==> config.mk <==
export PLATFORM = sky130hd
export DESIGN_NAME = dma_master
export DESIGN_NICKNAME = d
export VERILOG_FILES = /design/src/rtl/dma_pkg.sv /design/src/rtl/dma_regs.sv /design/src/rtl/dma_rply_tmr.sv /design/src/rtl/dma_seq.sv /design/src/rtl/dma_master.sv
export SDC_FILE = /design/constraint.sdc
export NUM_CORES = 1
export LEC_CHECK = 0
export ABC_CLOCK_PERIOD_IN_PS = 2180
export BUFFER_PORTS_ARGS = -buffer_cell sky130_fd_sc_hd__buf_2
export CELL_PAD_IN_SITES_DETAIL_PLACEMENT = 1
export CELL_PAD_IN_SITES_GLOBAL_PLACEMENT = 2
export CORE_AREA = 3 3 107 109
export CTS_BUF_LIST = sky130_fd_sc_hd__clkbuf_16
export CTS_CLUSTER_DIAMETER = 100
export DETAILED_ROUTE_END_ITERATION = 16
export DIE_AREA = 0 0 110 112
export GPL_TIMING_DRIVEN = 0
export PLACE_DENSITY = 0.89
export RECOVER_POWER = 25
export SLEW_MARGIN = 20
export SYNTH_ARGS = -nofsm -noshare
export SYNTH_HDL_FRONTEND = slang
export SYNTH_SLANG_ARGS = --single-unit
==> constraint.sdc <==
create_clock -name clk -period 2.18 [get_ports clk]
set_input_delay 0.109 -clock clk [delete_from_list [all_inputs] [get_ports clk]]
set_output_delay 0.109 -clock clk [all_outputs]
set_load 0.05 [all_outputs]
==> src/rtl/dma_pkg.sv <==
package dma_pkg;

  typedef enum logic [2:0] {
    S_IDLE = 3'd0,
    S_REQ  = 3'd1,
    S_ADDR = 3'd2,
    S_DATA = 3'd3,
    S_GAP  = 3'd4
  } seq_st_e;

  localparam logic [1:0] SEL_ADDR = 2'd0;
  localparam logic [1:0] SEL_WC   = 2'd1;
  localparam logic [1:0] SEL_CTL  = 2'd2;

  localparam int unsigned GAP_W        = 4;
  localparam int unsigned CTL_IE_DONE  = 0;
  localparam int unsigned CTL_IE_TMO   = 1;
  localparam int unsigned CTL_GAP_LSB  = 4;
  localparam int unsigned CTL_DONE_BIT = 8;
  localparam int unsigned CTL_TMO_BIT  = 9;
  localparam int unsigned BURST_MAX    = 4;

endpackage

==> src/rtl/dma_regs.sv <==
module dma_regs
  import dma_pkg::*;
#(
  parameter int unsigned DW = 16
) (
  input  logic             clk,
  input  logic             rst_ni,
  input  logic [1:0]       sel,
  input  logic             wr,
  input  logic [DW-1:0]    wdata,
  input  logic             clr,
  input  logic             inc,
  input  logic             step_word,
  input  logic             tmo,
  output logic [DW-1:0]    rdata,
  output logic             wc_last,
  output logic             wc_zero,
  output logic [GAP_W-1:0] gap,
  output logic             done_flag,
  output logic             tmo_flag,
  output logic             irq
);

  localparam logic [DW-1:0] STEP_ONE = DW'(1);
  localparam logic [DW-1:0] STEP_TWO = DW'(2);

  logic [DW-1:0]    addr_q, addr_d;
  logic [DW-1:0]    wc_q, wc_d;
  logic             ie_done_q, ie_done_d;
  logic             ie_tmo_q, ie_tmo_d;
  logic [GAP_W-1:0] gap_q, gap_d;
  logic             done_q, done_d;
  logic             tmo_q, tmo_d;
  logic [DW-1:0]    ctl_rd;

  assign wc_last = (wc_q == '1);
  assign wc_zero = (wc_q == '0);

  always_comb begin
    addr_d    = addr_q;
    wc_d      = wc_q;
    ie_done_d = ie_done_q;
    ie_tmo_d  = ie_tmo_q;
    gap_d     = gap_q;
    done_d    = done_q;
    tmo_d     = tmo_q;

    if (clr) begin
      addr_d = '0;
      wc_d   = '0;
    end else begin
      if (wr && sel == SEL_ADDR)   addr_d = wdata;
      else if (inc)                addr_d = addr_q + (step_word ? STEP_TWO : STEP_ONE);
      if (wr && sel == SEL_WC)     wc_d = wdata;
      else if (inc)                wc_d = wc_q + STEP_ONE;
    end

    if (wr && sel == SEL_CTL) begin
      ie_done_d = wdata[CTL_IE_DONE];
      ie_tmo_d  = wdata[CTL_IE_TMO];
      gap_d     = wdata[CTL_GAP_LSB +: GAP_W];
      done_d    = 1'b0;
      tmo_d     = 1'b0;
    end
    if (inc && wc_last) done_d = 1'b1;
    if (tmo)            tmo_d  = 1'b1;
  end

  always_ff @(posedge clk or negedge rst_ni) begin
    if (!rst_ni) begin
      addr_q    <= '0;
      wc_q      <= '0;
      ie_done_q <= 1'b0;
      ie_tmo_q  <= 1'b0;
      gap_q     <= '0;
      done_q    <= 1'b0;
      tmo_q     <= 1'b0;
    end else begin
      addr_q    <= addr_d;
      wc_q      <= wc_d;
      ie_done_q <= ie_done_d;
      ie_tmo_q  <= ie_tmo_d;
      gap_q     <= gap_d;
      done_q    <= done_d;
      tmo_q     <= tmo_d;
    end
  end

  always_comb begin
    ctl_rd = '0;
    ctl_rd[CTL_IE_DONE]             = ie_done_q;
    ctl_rd[CTL_IE_TMO]              = ie_tmo_q;
    ctl_rd[CTL_GAP_LSB +: GAP_W]    = gap_q;
    ctl_rd[CTL_DONE_BIT]            = done_q;
    ctl_rd[CTL_TMO_BIT]             = tmo_q;
  end

  always_comb begin
    case (sel)
      SEL_ADDR: rdata = addr_q;
      SEL_WC:   rdata = wc_q;
      SEL_CTL:  rdata = ctl_rd;
      default:  rdata = '0;
    endcase
  end

  assign gap       = gap_q;
  assign done_flag = done_q;
  assign tmo_flag  = tmo_q;
  assign irq       = (done_q & ie_done_q) | (tmo_q & ie_tmo_q);

  // a lone transfer advances the word counter by exactly one
  a_r2_wc_step: assert property (@(posedge clk) disable iff (!rst_ni)
    inc && !clr && !(wr && sel == SEL_WC) |=> wc_q == $past(wc_q) + STEP_ONE);

  // address step follows the step control
  a_r3_addr_step: assert property (@(posedge clk) disable iff (!rst_ni)
    inc && !clr && !(wr && sel == SEL_ADDR) |=>
      addr_q == $past(addr_q) + ($past(step_word) ? STEP_TWO : STEP_ONE));

  // completion flag only rises with the counter at zero
  a_r10_done_at_zero: assert property (@(posedge clk) disable iff (!rst_ni)
    $rose(done_q) |-> wc_q == '0);

  // a timeout leaves both counters untouched
  a_r9_tmo_keeps_cnt: assert property (@(posedge clk) disable iff (!rst_ni)
    tmo && !inc && !clr && !wr |=> $stable(wc_q) && $stable(addr_q));

endmodule

==> src/rtl/dma_rply_tmr.sv <==
module dma_rply_tmr #(
  parameter int unsigned TMO_CYC = 1000
) (
  input  logic clk,
  input  logic rst_ni,
  input  logic wait_i,
  output logic tmo
);

  localparam int unsigned TW = $clog2(TMO_CYC + 1);
  localparam logic [TW-1:0] LAST = TW'(TMO_CYC - 1);

  logic [TW-1:0] cnt_q, cnt_d;

  always_comb begin
    if (wait_i) cnt_d = cnt_q + TW'(1);
    else        cnt_d = '0;
  end

  always_ff @(posedge clk or negedge rst_ni) begin
    if (!rst_ni) cnt_q <= '0;
    else         cnt_q <= cnt_d;
  end

  assign tmo = wait_i && (cnt_q == LAST);

  // the timeout fires only after the wait has lasted (TMO_CYC >= 2)
  a_r9_tmo_after_wait: assert property (@(posedge clk) disable iff (!rst_ni)
    tmo |-> $past(wait_i));

endmodule

==> src/rtl/dma_seq.sv <==
module dma_seq
  import dma_pkg::*;
(
  input  logic             clk,
  input  logic             rst_ni,
  input  logic             init,
  input  logic             req,
  input  logic             burst_lim,
  input  logic             grant_i,
  input  logic             reply_i,
  input  logic             tmo_i,
  input  logic             wc_zero,
  input  logic             wc_last,
  input  logic [GAP_W-1:0] gap,
  output logic             bus_req,
  output logic             grant_o,
  output logic             sack,
  output logic             addr_stb,
  output logic             data_stb,
  output logic             inc
);

  localparam logic [2:0] NX_CAP  = 3'(BURST_MAX);
  localparam logic [2:0] NX_LAST = 3'(BURST_MAX - 1);

  seq_st_e          st_q, st_d;
  logic [2:0]       nx_q, nx_d;
  logic [GAP_W-1:0] gcnt_q, gcnt_d;
  logic             gnt_q, gnt_d;
  logic             start, pass;

  assign start = (st_q == S_IDLE) && req && !wc_zero;
  assign pass  = ((st_q == S_IDLE) && !start) || (st_q == S_GAP);

  always_comb begin
    st_d   = st_q;
    nx_d   = nx_q;
    gcnt_d = gcnt_q;
    case (st_q)
      S_IDLE: if (start) st_d = S_REQ;
      S_REQ: begin
        if (!req) st_d = S_IDLE;
        else if (grant_i) begin
          st_d = S_ADDR;
          nx_d = '0;
        end
      end
      S_ADDR: st_d = S_DATA;
      S_DATA: begin
        if (reply_i) begin
          if (nx_q != NX_CAP) nx_d = nx_q + 3'd1;
          if (wc_last || !req) st_d = S_IDLE;
          else if (burst_lim && nx_q == NX_LAST) begin
            st_d   = S_GAP;
            gcnt_d = gap;
          end else st_d = S_ADDR;
        end else if (tmo_i) st_d = S_IDLE;
      end
      S_GAP: begin
        if (gcnt_q == '0) st_d = S_IDLE;
        else              gcnt_d = gcnt_q - GAP_W'(1);
      end
      default: st_d = S_IDLE;
    endcase
    if (init) st_d = S_IDLE;
    gnt_d = grant_i && pass;
  end

  always_ff @(posedge clk or negedge rst_ni) begin
    if (!rst_ni) begin
      st_q   <= S_IDLE;
      nx_q   <= '0;
      gcnt_q <= '0;
      gnt_q  <= 1'b0;
    end else begin
      st_q   <= st_d;
      nx_q   <= nx_d;
      gcnt_q <= gcnt_d;
      gnt_q  <= gnt_d;
    end
  end

  assign bus_req  = (st_q == S_REQ);
  assign sack     = (st_q == S_ADDR) || (st_q == S_DATA);
  assign addr_stb = (st_q == S_ADDR);
  assign data_stb = (st_q == S_DATA);
  assign inc      = data_stb && reply_i;
  assign grant_o  = gnt_q;

  // init drops every bus-side request and ownership one clock later
  a_r8_init_idle: assert property (@(posedge clk) disable iff (!rst_ni)
    init |=> !sack && !bus_req);

  // grant passes only while the block neither asks for nor holds the bus
  a_r7_grant_quiet: assert property (@(posedge clk) disable iff (!rst_ni)
    grant_o |-> !bus_req && !sack);

  // outgoing grant follows the incoming one a clock later
  a_r7_grant_delay: assert property (@(posedge clk) disable iff (!rst_ni)
    grant_o |-> $past(grant_i));

  // a limited tenure never exceeds four transfers
  a_r5_burst_cap: assert property (@(posedge clk) disable iff (!rst_ni)
    sack && burst_lim |-> nx_q < NX_CAP);

  // a timeout releases the bus
  a_r9_tmo_release: assert property (@(posedge clk) disable iff (!rst_ni)
    tmo_i && !reply_i |=> !sack);

  // the last word releases the bus
  a_r10_last_release: assert property (@(posedge clk) disable iff (!rst_ni)
    inc && wc_last |=> !sack);

  // an address phase is always followed by a data phase
  a_r4_addr_then_data: assert property (@(posedge clk) disable iff (!rst_ni)
    addr_stb && !init |=> data_stb);

endmodule

==> src/rtl/dma_master.sv <==
module dma_master
  import dma_pkg::*;
#(
  parameter int unsigned DW      = 16,
  parameter int unsigned TMO_CYC = 1000
) (
  input  logic          clk,
  input  logic          rst_n,
  input  logic          init,
  input  logic [1:0]    reg_sel,
  input  logic          reg_wr,
  input  logic [DW-1:0] reg_wdata,
  output logic [DW-1:0] reg_rdata,
  input  logic          cnt_clr,
  input  logic          step_word,
  input  logic          burst_lim,
  input  logic          req,
  output logic          bus_req,
  input  logic          grant_in,
  output logic          grant_out,
  output logic          sack,
  output logic          addr_stb,
  output logic          data_stb,
  input  logic          reply,
  output logic          done_flag,
  output logic          tmo_flag,
  output logic          irq
);

  logic [1:0]       rst_sync_q;
  logic             rst_ni;
  logic             inc, tmo, wc_last, wc_zero;
  logic [GAP_W-1:0] gap;

  always_ff @(posedge clk or negedge rst_n) begin
    if (!rst_n) rst_sync_q <= 2'b00;
    else        rst_sync_q <= {rst_sync_q[0], 1'b1};
  end
  assign rst_ni = rst_sync_q[1];

  dma_regs #(.DW(DW)) u_regs (
    .clk       (clk),
    .rst_ni    (rst_ni),
    .sel       (reg_sel),
    .wr        (reg_wr),
    .wdata     (reg_wdata),
    .clr       (cnt_clr),
    .inc       (inc),
    .step_word (step_word),
    .tmo       (tmo),
    .rdata     (reg_rdata),
    .wc_last   (wc_last),
    .wc_zero   (wc_zero),
    .gap       (gap),
    .done_flag (done_flag),
    .tmo_flag  (tmo_flag),
    .irq       (irq)
  );

  dma_seq u_seq (
    .clk       (clk),
    .rst_ni    (rst_ni),
    .init      (init),
    .req       (req),
    .burst_lim (burst_lim),
    .grant_i   (grant_in),
    .reply_i   (reply),
    .tmo_i     (tmo),
    .wc_zero   (wc_zero),
    .wc_last   (wc_last),
    .gap       (gap),
    .bus_req   (bus_req),
    .grant_o   (grant_out),
    .sack      (sack),
    .addr_stb  (addr_stb),
    .data_stb  (data_stb),
    .inc       (inc)
  );

  dma_rply_tmr #(.TMO_CYC(TMO_CYC)) u_tmr (
    .clk    (clk),
    .rst_ni (rst_ni),
    .wait_i (data_stb && !reply),
    .tmo    (tmo)
  );

endmodule

==> results.cfg <==
[grt]
grtUsageTotal = 0.206
grt_pass1_vias = 3679
use_met1 = 0.274
grt_start_max_net_pins = 37
busiest_layer = met2
use_met3 = 0.0359
met2_usage = 0.337
grt_pass1_wl_um = 19500
antenna_found_initial = 0
overflow = 0

[die]
start_util = 0.357
die_h_um = 112
dieArea_sq_um = 12300
rows = 38
dieWidth_um = 110
core-area_sq_um = 10700
ios = 52

[routing]
drtIter0Drc = 141
antenna_left = 0
vias_per_cell = 5.49
drt_wl_total_um = 11800
first_pass_iters = 4
drc = 0
routedWlPerCell_um = 19.0
vias = 3403

[worst_setup_path]
path_cells = inv_1 -> ha_1 -> nor4b_1 -> nand4_1 -> a2111oi_4 -> or3_1 -> a21oi_1
crit_required_ns = 2.40
critPathKind = reg -> reg
start_kind = register
cp.buffers_inverters = 1
rr_worst_depth = 7
worst-path-stages = 7
crit_path_max_incr_delay_ns = 0.46
slowest_stage = dfrtp_1
cp_data_arrival_time_ns = 2.26
path_delay_family = simple AND/OR/NAND/NOR gates
setup.worst_path.end_class = register
path_max_fanout = 6

[cts]
cts_buffer_depth = 2
cts_root_buf = clkbuf_16
cts.sinks = 63
path_clk_slew_ns = 0.05
tritoncts = built
h-tree-depth = 3
clkLatencyLatePin_ns = 0.33
cts_made_buffers = 9

[final_layout]
fin_cells = 620
fin_util = 0.431
fillers = 1247
area_growth_pct = 20.8
multi_input_area_sq_um = 2120
drive_gt1_frac = 0.190
fin_nets = 513
layout.area.seq_sq_um = 1580
antenna-diode-count = 0

[timing]
max_slew_margin = 0.250
hold_ws_ns = 0.0363
skew_ns = 0.00484
maxSlewViolCount = 0
setup_viol = 0
finalHoldViolCount = 0
period_share = 0.936
worst_pin_slew_ns = 1.13
finalSetupTns_ns = 0
max_freq_mhz = 490
grt_setup_unrepaired = no
min_period_ns = 2.04

[place]
place.gp.congestion = 0.859
dp.cells = 601
io_buffers = 49
dp_hpwl_um = 8610

[logic_synthesis]
ys_async_sr_fraction = 1.00
synth.area.top_cells = dfrtp_1 (41%), nor2_1 (5.7%), a211oi_1 (5.5%)
synth_top_area_share = 0.413
synth_nets = 449
yosysWarnings = 0
yosysTopAreaCell = dfrtp_1
ys_types = 53
ys_seq_area_frac = 0.413
synthesis.area_sq_um = 3820
ys_seq_elements = 63
synthFlopType = dfrtp_1
avgSynthCellArea_sq_um = 9.29
synth_cells = 411
yosysMostFrequentCell = dfrtp_1
synth_commonest_cells = dfrtp_1 (63), nor2_1 (58), nand2_1 (36)
synth_edf_count = 0

[power]
p_sw_w = 0.000944
finalPower_w = 0.00335
seqPwrFrac = 0.399
comb_power_share = 0.147
vdd_drop_max_mv = 0.289
netSwitchingFraction = 0.282
p_int_w = 0.00240
p_per_area_nw_per_um2 = 725
p_clk_frac = 0.454
p_leak_nw = 2.01

[flow_run]
drv_cap = 0

[worst_hold_path]
min_path_type = in -> reg
whs_path_depth = 2

[status]
status = finished, final reports clean
-- registers in the layout, summed over array words and instances (netlist names) --
| register | flops |
|---|---|
| u_seq.grant_o | 1 |
| u_regs.addr_q | 16 |
| u_regs.ie_tmo_q | 1 |
| u_tmr.cnt_q | 10 |
| u_seq.gcnt_q | 4 |
| rst_sync_q | 2 |
| u_seq.st_q | 3 |
| u_regs.done_flag | 1 |
| u_regs.wc_q | 16 |
| u_regs.gap | 4 |
| u_regs.ie_done_q | 1 |
| u_regs.tmo_flag | 1 |
| u_seq.nx_q | 3 |
-- cells by family after synthesis --
logic type / after synthesis / synth area share
other: 1 / 0.000982
muxes: 25 / 0.0682
buffers and inverters: 33 / 0.0393
and+or+nand+nor: 174 / 0.240
xor gates and xnor gates: 33 / 0.0757
adders and majority gates: 10 / 0.0347
AOI/OAI and AO/OA: 72 / 0.128
DFF: 63 / 0.413
-- stage by stage --
step | setup WS (ns) | cell area, sq um
finish | 0.139 | 4610
global route | 0.0109 | 4610
CTS | 0.0556 | 4600
detailed placement | -0.0519 | 4260
global placement | -0.539 | 4240
floorplan | 0.275 | 3820
-- final timing paths --
| kind | startpoint | endpoint | slack [ns] |
|---|---|---|---|
| worst max-delay path | u_regs.wc_q[1] | u_seq.st_q[0] | 0.14 |
| worst min-delay path | grant_in | u_seq.grant_o | 0.04 |
| worst max register to register | u_regs.wc_q[1] | u_seq.st_q[0] | 0.14 |
| worst min register to register | rst_sync_q[0] | rst_sync_q[1] | 0.36 |
| max in group asynchronous | rst_sync_q[1] | u_regs.addr_q[5] | 0.50 |
| min in group asynchronous | rst_n | rst_sync_q[0] | 0.09 |
-- cells in the final DEF, fill, tap and decap left out, types with 3 or more instances in the layout --
cell,n
a211oi_1,28
clkbuf_16,9
nor3_2,4
nor2_1,58
dfrtp_1,63
buf_2,54
inv_1,13
nand3_1,15
xor2_1,20
a311oi_1,4
mux2_2,8
o21ai_0,19
nor3_1,6
ha_1,9
nand4_1,13
nand2b_1,7
nand2_1,36
or3_1,5
clkbuf_1,14
xnor2_1,13
mux2i_1,17
dlygate4sd3_1,3
a21oi_1,8
and3_1,5
-- power groups by stage --
stage	Sequential (W)	Combinational [W]	Clock (W)
2_1_floorplan	0.00134	0.000320	0
3_3_place_gp	0.00136	0.000446	0
3_5_place_dp	0.00135	0.000480	0
4_1_cts	0.00133	0.000492	0.00154
5_1_grt	0.00135	0.000535	0.00161
6_report	0.00133	0.000490	0.00152
-- layer usage --
metal,part of all wire,wire [um]
met5,0,0
met4,0.021,242
met1,0.45,5250
met3,0.038,444
met2,0.50,5830
-- timing repair --
item                                    CTS  global route
endpoints found under the hold margin     6             0
resized for setup                         2             3
endpoints found under the setup margin    1             6
buffers inserted                          0             0
gates cloned                              0             0
hold buffers                              3             0
-- final cells by class --
type	count	area share
Clock buffer	9	0.0488
Tap cell	140	0.0380
Sequential cell	63	0.342
Buffer	22	0.0236
Timing Repair Buffer	53	0.0610
Inverter	11	0.00895
Clock inverter	7	0.0174
Multi-Input combinational cell	315	0.461
(Power assumes the default switching activity.)
